<file path="config.mk">
export PLATFORM = sky130hd
export DESIGN_NAME = lock_scan_display
export DESIGN_NICKNAME = d
export VERILOG_FILES = /design/src/rtl/lsd_pkg.sv /design/src/rtl/lsd_scan_counter.sv /design/src/rtl/lsd_glyph_select.sv /design/src/rtl/lock_scan_display.sv
export SDC_FILE = /design/constraint.sdc
export NUM_CORES = 1
export LEC_CHECK = 0
export BUFFER_PORTS_ARGS = -buffer_cell sky130_fd_sc_hd__buf_2
export CAP_MARGIN = 20
export CORE_UTILIZATION = 35
export DETAILED_ROUTE_END_ITERATION = 10
export PLACE_DENSITY = 0.57
export SLEW_MARGIN = 20
export SYNTH_ARGS = -nofsm -noshare
export SYNTH_HDL_FRONTEND = slang
export SYNTH_SLANG_ARGS = --single-unit
</file>
<file path="constraint.sdc">
create_clock -name clk -period 3 [get_ports clk]
set_input_delay 0.45 -clock clk [delete_from_list [all_inputs] [get_ports clk]]
set_output_delay 0.45 -clock clk [all_outputs]
set_load 0.005 [all_outputs]
</file>
<file path="src/rtl/lsd_pkg.sv">
package lsd_pkg;

   typedef enum logic [3:0] {
      GL_0    = 4'd0,
      GL_1    = 4'd1,
      GL_2    = 4'd2,
      GL_3    = 4'd3,
      GL_4    = 4'd4,
      GL_5    = 4'd5,
      GL_P    = 4'd6,
      GL_E    = 4'd7,
      GL_N    = 4'd8,
      GL_DASH = 4'd9
   } glyph_e;

   localparam int SEG_W = 7;

   // Segment order g..a, active high.
   function automatic logic [SEG_W-1:0] glyph_seg(input glyph_e g);
      logic [SEG_W-1:0] s;
      case (g)
         GL_0:    s = 7'b0111111;
         GL_1:    s = 7'b0000110;
         GL_2:    s = 7'b1011011;
         GL_3:    s = 7'b1001111;
         GL_4:    s = 7'b1100110;
         GL_5:    s = 7'b1101101;
         GL_P:    s = 7'b1110011;
         GL_E:    s = 7'b1111001;
         GL_N:    s = 7'b0110111;
         default: s = 7'b1000000;
      endcase
      return s;
   endfunction

endpackage

</file>
<file path="src/rtl/lsd_scan_counter.sv">
module lsd_scan_counter #(
   parameter int NUM_DIGITS = 8,
   localparam int IDX_W = $clog2(NUM_DIGITS)
) (
   input  logic             clk,
   input  logic             rst_n,
   output logic [IDX_W-1:0] idx
);
   localparam logic [IDX_W-1:0] LAST = IDX_W'(NUM_DIGITS - 1);

   always_ff @(posedge clk or negedge rst_n) begin
      if (!rst_n)
         idx <= '0;
      else if (idx == LAST)
         idx <= '0;
      else
         idx <= idx + 1'b1;
   end
endmodule

</file>
<file path="src/rtl/lsd_glyph_select.sv">
module lsd_glyph_select
   import lsd_pkg::*;
#(
   parameter int NUM_DIGITS   = 8,
   parameter int ENTRY_DIGITS = 6,
   parameter int NIBBLE_W     = 4,
   localparam int IDX_W = $clog2(NUM_DIGITS),
   localparam int CNT_W = $clog2(ENTRY_DIGITS + 1)
) (
   input  logic [IDX_W-1:0]             idx,
   input  logic [1:0]                   prompt_sel,
   input  logic                         show_open,
   input  logic                         show_error,
   input  logic                         show_lockout,
   input  logic [ENTRY_DIGITS*NIBBLE_W-1:0] entry,
   input  logic [CNT_W-1:0]             entry_count,
   output glyph_e                       glyph
);
   localparam int MSG_LO = (NUM_DIGITS - 4) / 2;
   localparam int MAX_NIB = 5;

   logic [NIBBLE_W-1:0] nib [NUM_DIGITS];
   int unsigned         cnt_eff;
   int unsigned         pos;

   for (genvar k = 0; k < NUM_DIGITS; k++) begin : g_nib
      if (k < ENTRY_DIGITS) begin : g_real
         assign nib[k] = entry[k*NIBBLE_W +: NIBBLE_W];
      end else begin : g_pad
         assign nib[k] = '1;
      end
   end

   always_comb begin
      pos     = int'(idx);
      cnt_eff = (int'(entry_count) > ENTRY_DIGITS) ? ENTRY_DIGITS : int'(entry_count);
      glyph   = GL_DASH;
      if (show_lockout) begin
         glyph = GL_E;
      end else if (show_error) begin
         if (pos >= MSG_LO && pos <= MSG_LO + 3) glyph = GL_E;
      end else if (show_open) begin
         if (pos == MSG_LO + 3)      glyph = GL_0;
         else if (pos == MSG_LO + 2) glyph = GL_P;
         else if (pos == MSG_LO + 1) glyph = GL_E;
         else if (pos == MSG_LO)     glyph = GL_N;
      end else if (pos == NUM_DIGITS - 1) begin
         case (prompt_sel)
            2'd1:    glyph = GL_0;
            2'd2:    glyph = GL_N;
            default: glyph = GL_P;
         endcase
      end else if (pos == NUM_DIGITS - 2) begin
         glyph = GL_P;
      end else if (pos < cnt_eff && int'(nib[idx]) <= MAX_NIB) begin
         glyph = glyph_e'(nib[idx]);
      end
   end
endmodule

</file>
<file path="src/rtl/lock_scan_display.sv">
module lock_scan_display
   import lsd_pkg::*;
#(
   parameter int NUM_DIGITS   = 8,
   parameter int ENTRY_DIGITS = 6,
   parameter int NIBBLE_W     = 4,
   localparam int IDX_W = $clog2(NUM_DIGITS),
   localparam int CNT_W = $clog2(ENTRY_DIGITS + 1)
) (
   input  logic                             clk,
   input  logic                             rst_n,
   input  logic [1:0]                       prompt_sel,
   input  logic                             show_open,
   input  logic                             show_error,
   input  logic                             show_lockout,
   input  logic [ENTRY_DIGITS*NIBBLE_W-1:0] entry,
   input  logic [CNT_W-1:0]                 entry_count,
   output logic [NUM_DIGITS-1:0]            digit_sel_n,
   output logic [SEG_W-1:0]                 seg
);
   if (NUM_DIGITS != ENTRY_DIGITS + 2) begin : g_bad_split
      $error("lock_scan_display: NUM_DIGITS must equal ENTRY_DIGITS + 2");
   end
   if (NUM_DIGITS < 4) begin : g_bad_digits
      $error("lock_scan_display: at least four digits are needed for messages");
   end
   if (NIBBLE_W < 3) begin : g_bad_nibble
      $error("lock_scan_display: NIBBLE_W must hold the values 0..5");
   end

   logic [IDX_W-1:0]      idx;
   glyph_e                glyph;
   logic [NUM_DIGITS-1:0] sel_next;

   lsd_scan_counter #(.NUM_DIGITS(NUM_DIGITS)) u_scan (
      .clk   (clk),
      .rst_n (rst_n),
      .idx   (idx)
   );

   lsd_glyph_select #(
      .NUM_DIGITS   (NUM_DIGITS),
      .ENTRY_DIGITS (ENTRY_DIGITS),
      .NIBBLE_W     (NIBBLE_W)
   ) u_glyph (
      .idx          (idx),
      .prompt_sel   (prompt_sel),
      .show_open    (show_open),
      .show_error   (show_error),
      .show_lockout (show_lockout),
      .entry        (entry),
      .entry_count  (entry_count),
      .glyph        (glyph)
   );

   for (genvar i = 0; i < NUM_DIGITS; i++) begin : g_sel
      assign sel_next[i] = (idx != IDX_W'(i));
   end

   always_ff @(posedge clk or negedge rst_n) begin
      if (!rst_n) begin
         digit_sel_n <= '1;
         seg         <= '0;
      end else begin
         digit_sel_n <= sel_next;
         seg         <= glyph_seg(glyph);
      end
   end
endmodule

</file>
* Yosys cells after proc, flatten, opt, wreduce, memory -nomap -nowiden *
Memory sizes are Yosys's and may differ from the RTL's. A register that Yosys moved wholly into a read port is not among the register bits.
Index checks and enable logic that the tools add are counted.

operators by class
  reduce and logical (&&, ||, !) cells = 4
  equality and inequality tests = 15
  add/sub/neg operators = 1
  shifts and indexed selects = 0
  bitwise operators = 1
  $lt $le $gt $ge = 6
  divide/modulo/power cells = 0
  multiply operators = 0
  multiplexer cells = 17

operator list
  cell                                                             count
  2-to-1 mux 4 bit                                                 12
  < comparator 3 x 32 -> 1 bit                                     1
  binary-select mux 4 bit (select 3 bit)                           1
  equality test 3 bit (second input constant)                      4
  inequality test 3 bit (second input constant)                    4
  one-hot mux 4 bit (2 select lines)                               1
  equality test 3 x 2 -> 1 bit (second input constant)             2
  2-to-1 mux 3 bit                                                 2
  inequality test 3 x 2 -> 1 bit (second input constant)           2
  >= comparator 4 bit (second input constant)                      1
  less-or-equal comparator 4 x 3 -> 1 bit (second input constant)  1
  inverter 3 -> 4 bit                                              1
  adder 3 x 1 -> 3 bit (second input constant)                     1
  >= comparator 3 x 2 -> 1 bit (second input constant)             1
  greater-than comparator 3 bit (second input constant)            1
  less-or-equal comparator 3 bit (second input constant)           1
  inequality test 3 x 1 -> 1 bit (second input constant)           1
  nonzero test 3 bit                                               1
  equality test 2 x 1 -> 1 bit (second input constant)             1
  equality test 2 bit (second input constant)                      1
  logical AND 1 bit                                                2
  zero test 1 bit                                                  1
  2-to-1 mux 1 bit                                                 1

word-level totals
  input bits = 34
  flip-flop bits (word level) = 11
  memory bits (writable) = 0
  logic and storage cells = 47
  output and inout port bits = 15
  latch bits = 0
  memory bits (read-only) = 112
  memories kept = 1

memories
  memory           words  bits a word  rd ports  clocked after Yosys merged registers in  wr ports  line           RTL
  (no name shown)  16     7            1         1                                        0         lsd_pkg.sv:21  case (g)

* Logic depth before layout (Yosys ltp) *
Gate-level depths: netlist of run 1.

  depth after elaboration = 12
  gate-level depth with buffers = 10
  depth with buffers taken out = 9

* By module *
A second synthesis of run 1 with hierarchy kept.

unflattened totals
  cells, all modules = 118
  area, all modules = 1149.9 µm²

by module, submodules not included
  module             cells each  seq. area each (µm²)  times used  area each (µm²)
  lock_scan_display  40          385.4                 1           540.5
  lsd_glyph_select   72          0.0                   1           505.5
  lsd_scan_counter   6           75.1                  1           103.8

* Worst setup path after synthesis of run 1 *
OpenSTA, ideal clock, no wires.

  path type = input -> register
  start = in entry_count[2]
  end = reg seg[0]
  cell stages on the path = 9
  required time = 2.860 ns
  setup slack = 0.657 ns
  path buffers = 0
  setup time = 0.140 ns
  arrival time = 2.203 ns
  path through = inv_1 > ha_1 > nor4b_2 > a22oi_1 > a2111o_1 > or3b_1 > o211a_1 > and3b_1 > a211oi_1

between the ends
  word-level cells in the longest chain between the ends = 10

ends and longest elaborated chain
  element                           line                     RTL
  start: declaration                lock_scan_display.sv:17  input logic [CNT_W-1:0] entry_count,
  greater-than comparator 3 bit     lsd_glyph_select.sv:36   cnt_eff = (int'(entry_count) > ENTRY_DIGITS) ? ENTRY_DIGITS : int'(entry_count);
  2-to-1 mux 3 bit (*)              lsd_glyph_select.sv:36
  < comparator 3 x 32 -> 1 bit (*)  lsd_glyph_select.sv:55   end else if (pos < cnt_eff && int'(nib[idx]) <= MAX_NIB) begin
  logical AND 1 bit (*)             lsd_glyph_select.sv:55
  2-to-1 mux 4 bit (*)              lsd_glyph_select.sv:55
  2-to-1 mux 4 bit (*)              lsd_glyph_select.sv:53   end else if (pos == NUM_DIGITS - 2) begin
  2-to-1 mux 4 bit (*)              lsd_glyph_select.sv:47   end else if (pos == NUM_DIGITS - 1) begin
  2-to-1 mux 4 bit (*)              lsd_glyph_select.sv:42   end else if (show_open) begin
  2-to-1 mux 4 bit (*)              lsd_glyph_select.sv:40   end else if (show_error) begin
  2-to-1 mux 4 bit (*)              lsd_glyph_select.sv:38   if (show_lockout) begin
  end: declaration                  lock_scan_display.sv:19  output logic [SEG_W-1:0] seg

Mark *: on every way between the ends. The rest lies on a longest branch, timed or not.

* Worst setup path after layout of run 1 *
  start = reg u_scan.idx[1]
  end = reg seg[0]

between the ends
  word-level cells in the longest chain between the ends = 12
  elaborated cells on any way between the ends = 27
  classes of those cells = 4 x order compare; 6 x eq/ne; 14 x mux; 1 x bitwise; 2 x reduce/logical

ends and longest elaborated chain
  element                                              line                                            RTL
  start: declaration                                   lsd_scan_counter.sv:7                           output logic [IDX_W-1:0] idx
  start signal: assignment                             lsd_scan_counter.sv:17                          idx <= idx + 1'b1;
  inverter 3 -> 4 bit (not written as such)            lsd_glyph_select.sv:55, lsd_glyph_select.sv:56
  binary-select mux 4 bit (select 3 bit)               lsd_glyph_select.sv:55, lsd_glyph_select.sv:56
  2-to-1 mux 4 bit (not written as such) (2 in a row)  lsd_glyph_select.sv:55, lsd_glyph_select.sv:56
  less-or-equal comparator 4 x 3 -> 1 bit              lsd_glyph_select.sv:55
  logical AND 1 bit                                    lsd_glyph_select.sv:55
  2-to-1 mux 4 bit                                     lsd_glyph_select.sv:55
  2-to-1 mux 4 bit                                     lsd_glyph_select.sv:53
  2-to-1 mux 4 bit                                     lsd_glyph_select.sv:47
  2-to-1 mux 4 bit                                     lsd_glyph_select.sv:42
  2-to-1 mux 4 bit (*)                                 lsd_glyph_select.sv:40
  2-to-1 mux 4 bit (*)                                 lsd_glyph_select.sv:38

Mark *: on every way between the ends. The rest lies on a longest branch, timed or not. The select of a mux whose other input is x is not followed.

==> impl_metrics.py, run 1 <==
metrics = {
    "clock_network": {
        "cts_tree": "built",
        "cts_buffers": 3,
        "cts_hold_buf": 0,
        "cts-root-buf": "clkbuf_4",
        "cts.clk_slew.worst_paths_ps": 100,
        "clk_latency_ps": 290,
        "ctsHtreeMaxLevel": 1,
        "clockBufferDepth": 2,
        "postCtsSetupBuffers": 0,
        "cts.sinks": 18,
        "post_cts_resized": 0,
    },
    "timing": {
        "fin_tns_setup_ps": 0,
        "relSlewSlack_pct": 62.7,
        "fin_crit_ps": 2670,
        "final_hold_viol_count": 0,
        "max_freq_mhz": 374,
        "hold_slack_ps": 58.0,
        "finalSetupViolCount": 0,
        "tightest_slew_ps": 560,
        "finClkSkew_ps": 8.34,
        "final_max_slew_viol_count": 0,
        "min_period_over_period_pct": 89.2,
        "rsz0062_at_grt": "no",
    },
    "pwr": {
        "p_leak_nw": 0.746,
        "power_density_nw_per_um2": 298,
        "max-vdd-ir-drop_uv": 113,
    },
    "synthesis": {
        "synthSimpleGateAreaFrac_pct": 19.4,
        "synth_cells": 128,
        "synthXorXnorAreaFrac_pct": 0.714,
        "syn_avg_cell_area_um2": 9.59,
        "synthDistinctLibCells": 42,
        "synth_edf_count": 0,
        "synth-main-ff-cell": "dfrtp_1",
        "seq_area_frac_synth_pct": 37.5,
        "yosysWarningCount": 0,
        "ys_async_sr_fraction_pct": 100,
        "synth_top_family_by_area": "simple AND/OR/NAND/NOR gates",
        "synth_fa_ha_area_share_pct": 9.17,
        "synth_compound_area_share_pct": 18.1,
        "syn-cell-area_um2": 1230,
        "synth.area.mux_share_pct": 9.79,
        "ys_ff_latch": 18,
        "synth_nets": 171,
    },
    "route": {
        "num_vias": 1109,
        "wl_per_cell_um": 12.1,
        "wl_um": 2710,
        "drc": 0,
        "firstDrtPassIters": 5,
        "postRouteAntennaNets": 0,
        "drt-initial-drc-count": 10,
        "vias_per_cell": 4.95,
    },
    "setup_path": {
        "r2r_slack_ps": 330,
        "start_kind": "register",
        "cp.arrival_ps": 2850,
        "setup.worst_path.end_class": "register",
        "worstSetupPathType": "reg -> reg",
        "worstPathMaxFanout": 14,
        "required_ps": 3170,
    },
    "grt": {
        "grt_max_degree": 19,
        "grt_remaining_overflow": 0,
        "grt_pass1_vias": 1034,
        "grt_util_all_layers_pct": 15.9,
        "grt_antenna_before_repair": 0,
        "grt_pass1_wl_um": 4400,
    },
    "layout": {
        "layout_common_cells": "48 x buf_2, 15 x nand2_1, 12 x mux2i_1",
        "antenna_cells": 0,
        "n_fill_cell": 336,
        "final_common_cell": "buf_2",
        "fin_util_pct": 45.9,
        "area.growth.synth_to_final_pct": 24.8,
        "fin_nets": 222,
        "drive_gt1_share_pct": 38.2,
    },
    "place": {
        "gp_routability_congestion": 0.759,
        "port_buffers": 48,
        "dpl.hpwl_um": 2240,
    },
    "run_status": {
        "status": "finished, final reports clean",
    },
    "run": {
        "maxCapViolCount": 0,
    },
    "min_path": {
        "min_path_type": "in -> async",
    },
    "floorplanning": {
        "start_util_pct": 36.8,
        "ios": 49,
        "fp.dieW_um": 61.2,
        "die_h_um": 61.2,
        "core_um2": 3340,
        "die_area_um2": 3750,
        "rows": 21,
    },
}
## logic make-up after synthesis
family | Yosys count
simple gates | 44
compound gates | 31
flops | 18
buf+inv | 13
mux | 12
fa+ha+maj | 9
xor+xnor | 1
## registers in the layout (all words and copies together) (netlist names)
name and cells:
digit_sel_n 8, seg 7, u_scan.idx 3
## layout make-up
type / count / area (um^2) / share of cell area (%)
multi-input cells: 97 / 702 / 45.8
flip-flops and latches: 18 / 460 / 30.1
repair buffers: 49 / 248 / 16.2
well taps: 46 / 57.6 / 3.76
inverters: 10 / 37.5 / 2.45
clock buffers: 4 / 26.3 / 1.72
## final timing paths
kind / startpoint / endpoint / depth (start not counted)
min in group clk: show_error / seg[4] / 2
max in group asynchronous: rst_n / digit_sel_n[5] / 1
worst max-delay path: u_scan.idx[1] / seg[0] / 7
worst min-delay path: rst_n / seg[1] / 1
worst max register to register: u_scan.idx[1] / seg[0] / 7
worst min register to register: u_scan.idx[0] / u_scan.idx[0] / 2
## cells in the mapped netlist (3+ instances only)
cell / number / area, um^2
a21oi_1: 7 / 35.0
a22oi_1: 5 / 37.5
dfrtp_1: 10 / 250
dfstp_2: 8 / 210
ha_1: 9 / 113
inv_1: 9 / 33.8
mux2i_1: 12 / 120
nand2_1: 15 / 56.3
nand3_1: 4 / 20.0
nor2_1: 7 / 26.3
o21ai_0: 3 / 15.0
o21ai_1: 3 / 15.0
## worst max-delay path: stages, from the launching register on
cell and delay [ps]:
dfrtp_1 590, ha_1 330, ha_1 280, a2111o_1 440
or3b_1 380, o211a_1 270, and3b_1 220, a211oi_1 40
## metrics by stage
step / setup slack [ps] / cell area, um^2 / total power, mW / cells
floorplan: 657 / 1230 / 0.295 / 128
global placement: 350 / 1510 / 0.336 / 220
detailed placement: 308 / 1510 / 0.338 / 220
CTS: 303 / 1530 / 0.461 / 224
global route: 101 / 1530 / 0.479 / 224
finish: 325 / 1530 / 0.456 / 224
## power by group
part           internal [mW]  switching [mW]
clock network         0.0517          0.0717
registers              0.250         0.00176
logic                 0.0398          0.0411
total                  0.342           0.114
## per-layer routing
metal | wire [um] | up-vias | global-route usage, %
li1 | - | 556 | -
met1 | 1180 | 507 | 19.1
met2 | 1350 | 42 | 29.0
met3 | 136 | 4 | 1.89
met4 | 38 | 0 | 5.84
met5 | 0 | - | 0
No activity file was read; power rests on OpenSTA's default activity.
==> run 2, diff against run 1 <==
==> constraint.sdc (replaced) <==
create_clock -name clk -period 3 [get_ports clk]
set_input_delay 0.15 -clock clk [delete_from_list [all_inputs] [get_ports clk]]
set_output_delay 0.15 -clock clk [all_outputs]
set_load 0.005 [all_outputs]
==> run 2 against run 1 <==
Clock skew decreased by 2.8 ps. Final area increased by 0.65%. Sequential power about the same. Final cell count increased by 0.45%. Power about the same. Via count about the same. Sequential cell count unchanged. Utilization increased by 0.30 points. Register-to-register slack got worse by 70 ps. Clock-buffer cell count unchanged. Worst hold slack improved by 110 ps. Highest routed layer unchanged.
==> impl_metrics.py, run 2 (synthesized netlist as in run 1, its figures left out) <==
metrics = {
    "run_status": {
        "status": "finished, final reports clean",
    },
    "setup_path": {
        "reg2reg_to": "seg[0]",
        "cp.arrival_ps": 2910,
        "required_ps": 3160,
        "cp_num_buf_inv": 0,
        "ff2ff_path_depth": 7,
        "crit_top_cell": "ha_1",
        "slowest_delay_ps": 610,
        "setup.worst_path.end_class": "register",
        "start_kind": "register",
        "r2r_slack_ps": 250,
        "worstPathMaxFanout": 14,
        "crit_family": "compound AO/OA/AOI/OAI gates",
        "crit_chain": "ha_1 > ha_1 > a2111o_1 > or3b_1 > o211a_1 > and3b_1 > a211oi_1",
        "worstSetupPathType": "reg -> reg",
        "slowest_stage": "dfrtp_1",
        "r2r-start": "u_scan.idx[1]",
    },
    "route": {
        "postRouteAntennaNets": 0,
        "firstDrtPassIters": 4,
        "num_vias": 1108,
        "wl_um": 2830,
        "drc": 0,
        "wl_per_cell_um": 12.6,
        "vias_per_cell": 4.92,
        "drt-initial-drc-count": 36,
    },
    "place": {
        "dpl.hpwl_um": 2260,
        "gp_routability_congestion": 0.752,
        "port_buffers": 48,
    },
    "floorplanning": {
        "ios": 49,
        "core_um2": 3340,
        "start_util_pct": 36.8,
        "die_area_um2": 3750,
        "die_h_um": 61.2,
        "rows": 21,
        "fp.dieW_um": 61.2,
    },
    "clock_network": {
        "cts_tree": "built",
        "cts-root-buf": "clkbuf_4",
        "ctsHtreeMaxLevel": 1,
        "cts.clk_slew.worst_paths_ps": 100,
        "cts_buffers": 3,
        "post_cts_resized": 0,
        "postCtsSetupBuffers": 0,
        "clockBufferDepth": 2,
        "cts.sinks": 18,
        "clk_latency_ps": 290,
    },
    "layout": {
        "layout_common_cells": "48 x buf_2, 15 x nand2_1, 12 x mux2i_1",
        "top_register": "digit_sel_n",
        "fin_nets": 223,
        "final_common_cell": "buf_2",
        "drive_gt1_share_pct": 38.0,
        "largest_register_ffs": 8,
        "antenna_cells": 0,
        "multi_input_area_um2": 702,
        "reg_top3": "digit_sel_n: 8 flops, seg: 7 flops, u_scan.idx: 3 flops",
        "area.growth.synth_to_final_pct": 25.6,
        "regArea_um2": 460,
        "n_fill_cell": 351,
    },
    "run": {
        "maxCapViolCount": 0,
    },
    "timing": {
        "fin_tns_setup_ps": 0,
        "tightest_slew_ps": 606,
        "finalSetupViolCount": 0,
        "fin_crit_ps": 2750,
        "finClkSkew_ps": 5.52,
        "max_freq_mhz": 364,
        "final_hold_viol_count": 0,
        "rsz0062_at_grt": "no",
        "final_max_slew_viol_count": 0,
        "min_period_over_period_pct": 91.5,
        "hold_slack_ps": 171,
        "relSlewSlack_pct": 59.6,
    },
    "pwr": {
        "p_leak_nw": 0.750,
        "max-vdd-ir-drop_uv": 96.6,
        "total_power_mw": 0.456,
        "power_density_nw_per_um2": 296,
    },
    "min_path": {
        "worstHoldStart": "show_error",
        "min_to": "seg[4]",
        "whs_path_depth": 2,
        "min_path_type": "in -> reg",
    },
    "grt": {
        "grt_pass1_vias": 1050,
        "grt_remaining_overflow": 0,
        "grt_antenna_before_repair": 0,
        "grt_max_degree": 19,
        "grt_pass1_wl_um": 4550,
        "grt_util_all_layers_pct": 16.5,
    },
}
## run 2: cell count changes in the layout (fill, tap and decap cells not counted)
cell | previous run | this run
dlygate4sd3_1 | 0 | 1
## run 2: layer usage
layer  share of wire, %  up-vias  wire length (um)  global-route usage, %
li1                   -      559                 -                      -
met1                 43      501              1210                   21.1
met2                 51       43              1440                   29.5
met3                4.7        5               132                   1.47
met4                1.6        0                44                   4.87
met5                  0        -                 0                      0
## run 2: worst register-to-register path, cell delays in order, from the launching register on
cell      delay, ps
dfrtp_1         610
ha_1            350
ha_1            280
a2111o_1        450
or3b_1          380
o211a_1         270
and3b_1         230
a211oi_1         40
## run 2: cell type report
cell class / instances / share of cell area [%]
multi-input combinational: 97 / 45.5
sequential: 18 / 29.9
timing repair buffer: 50 / 16.7
tap: 46 / 3.73
inverter: 10 / 2.44
clock buffer: 4 / 1.70
## run 2: what timing repair did
action | 4_1_cts | 5_1_grt
hold buffers | 1 | 0
setup endpoints to repair | 0 | 0
endpoints found under the hold margin | 10 | 0
## run 2: worst max-delay path by stage
stage | start | to | cells past startpoint
detailed placement | u_scan.idx[1] | seg[0] | 7
global route | u_scan.idx[1] | seg[0] | 8
finish | u_scan.idx[1] | seg[0] | 7
CTS | u_scan.idx[1] | seg[0] | 7
floorplan | u_scan.idx[1] | seg[0] | 7
global placement | u_scan.idx[1] | seg[0] | 7
## run 2: metrics by stage
step | instance area (um^2) | setup WS [ps] | util (%) | instances
final | 1540 | 254 | 46.2 | 225
after global routing | 1540 | 114 | 46.2 | 225
after CTS | 1540 | 256 | 46.2 | 225
after detailed placement | 1510 | 262 | 45.1 | 220
after global placement | 1510 | 351 | 45.1 | 220
after floorplan | 1230 | 704 | - | 128
## run 2: power breakdown
| part | internal, mW | leakage (nW) | switching, mW | total (mW) |
|---|---|---|---|---|
| logic | 0.0408 | 0.528 | 0.0421 | 0.0828 |
| clock network | 0.0517 | 0.0150 | 0.0692 | 0.121 |
| registers | 0.250 | 0.207 | 0.00185 | 0.252 |
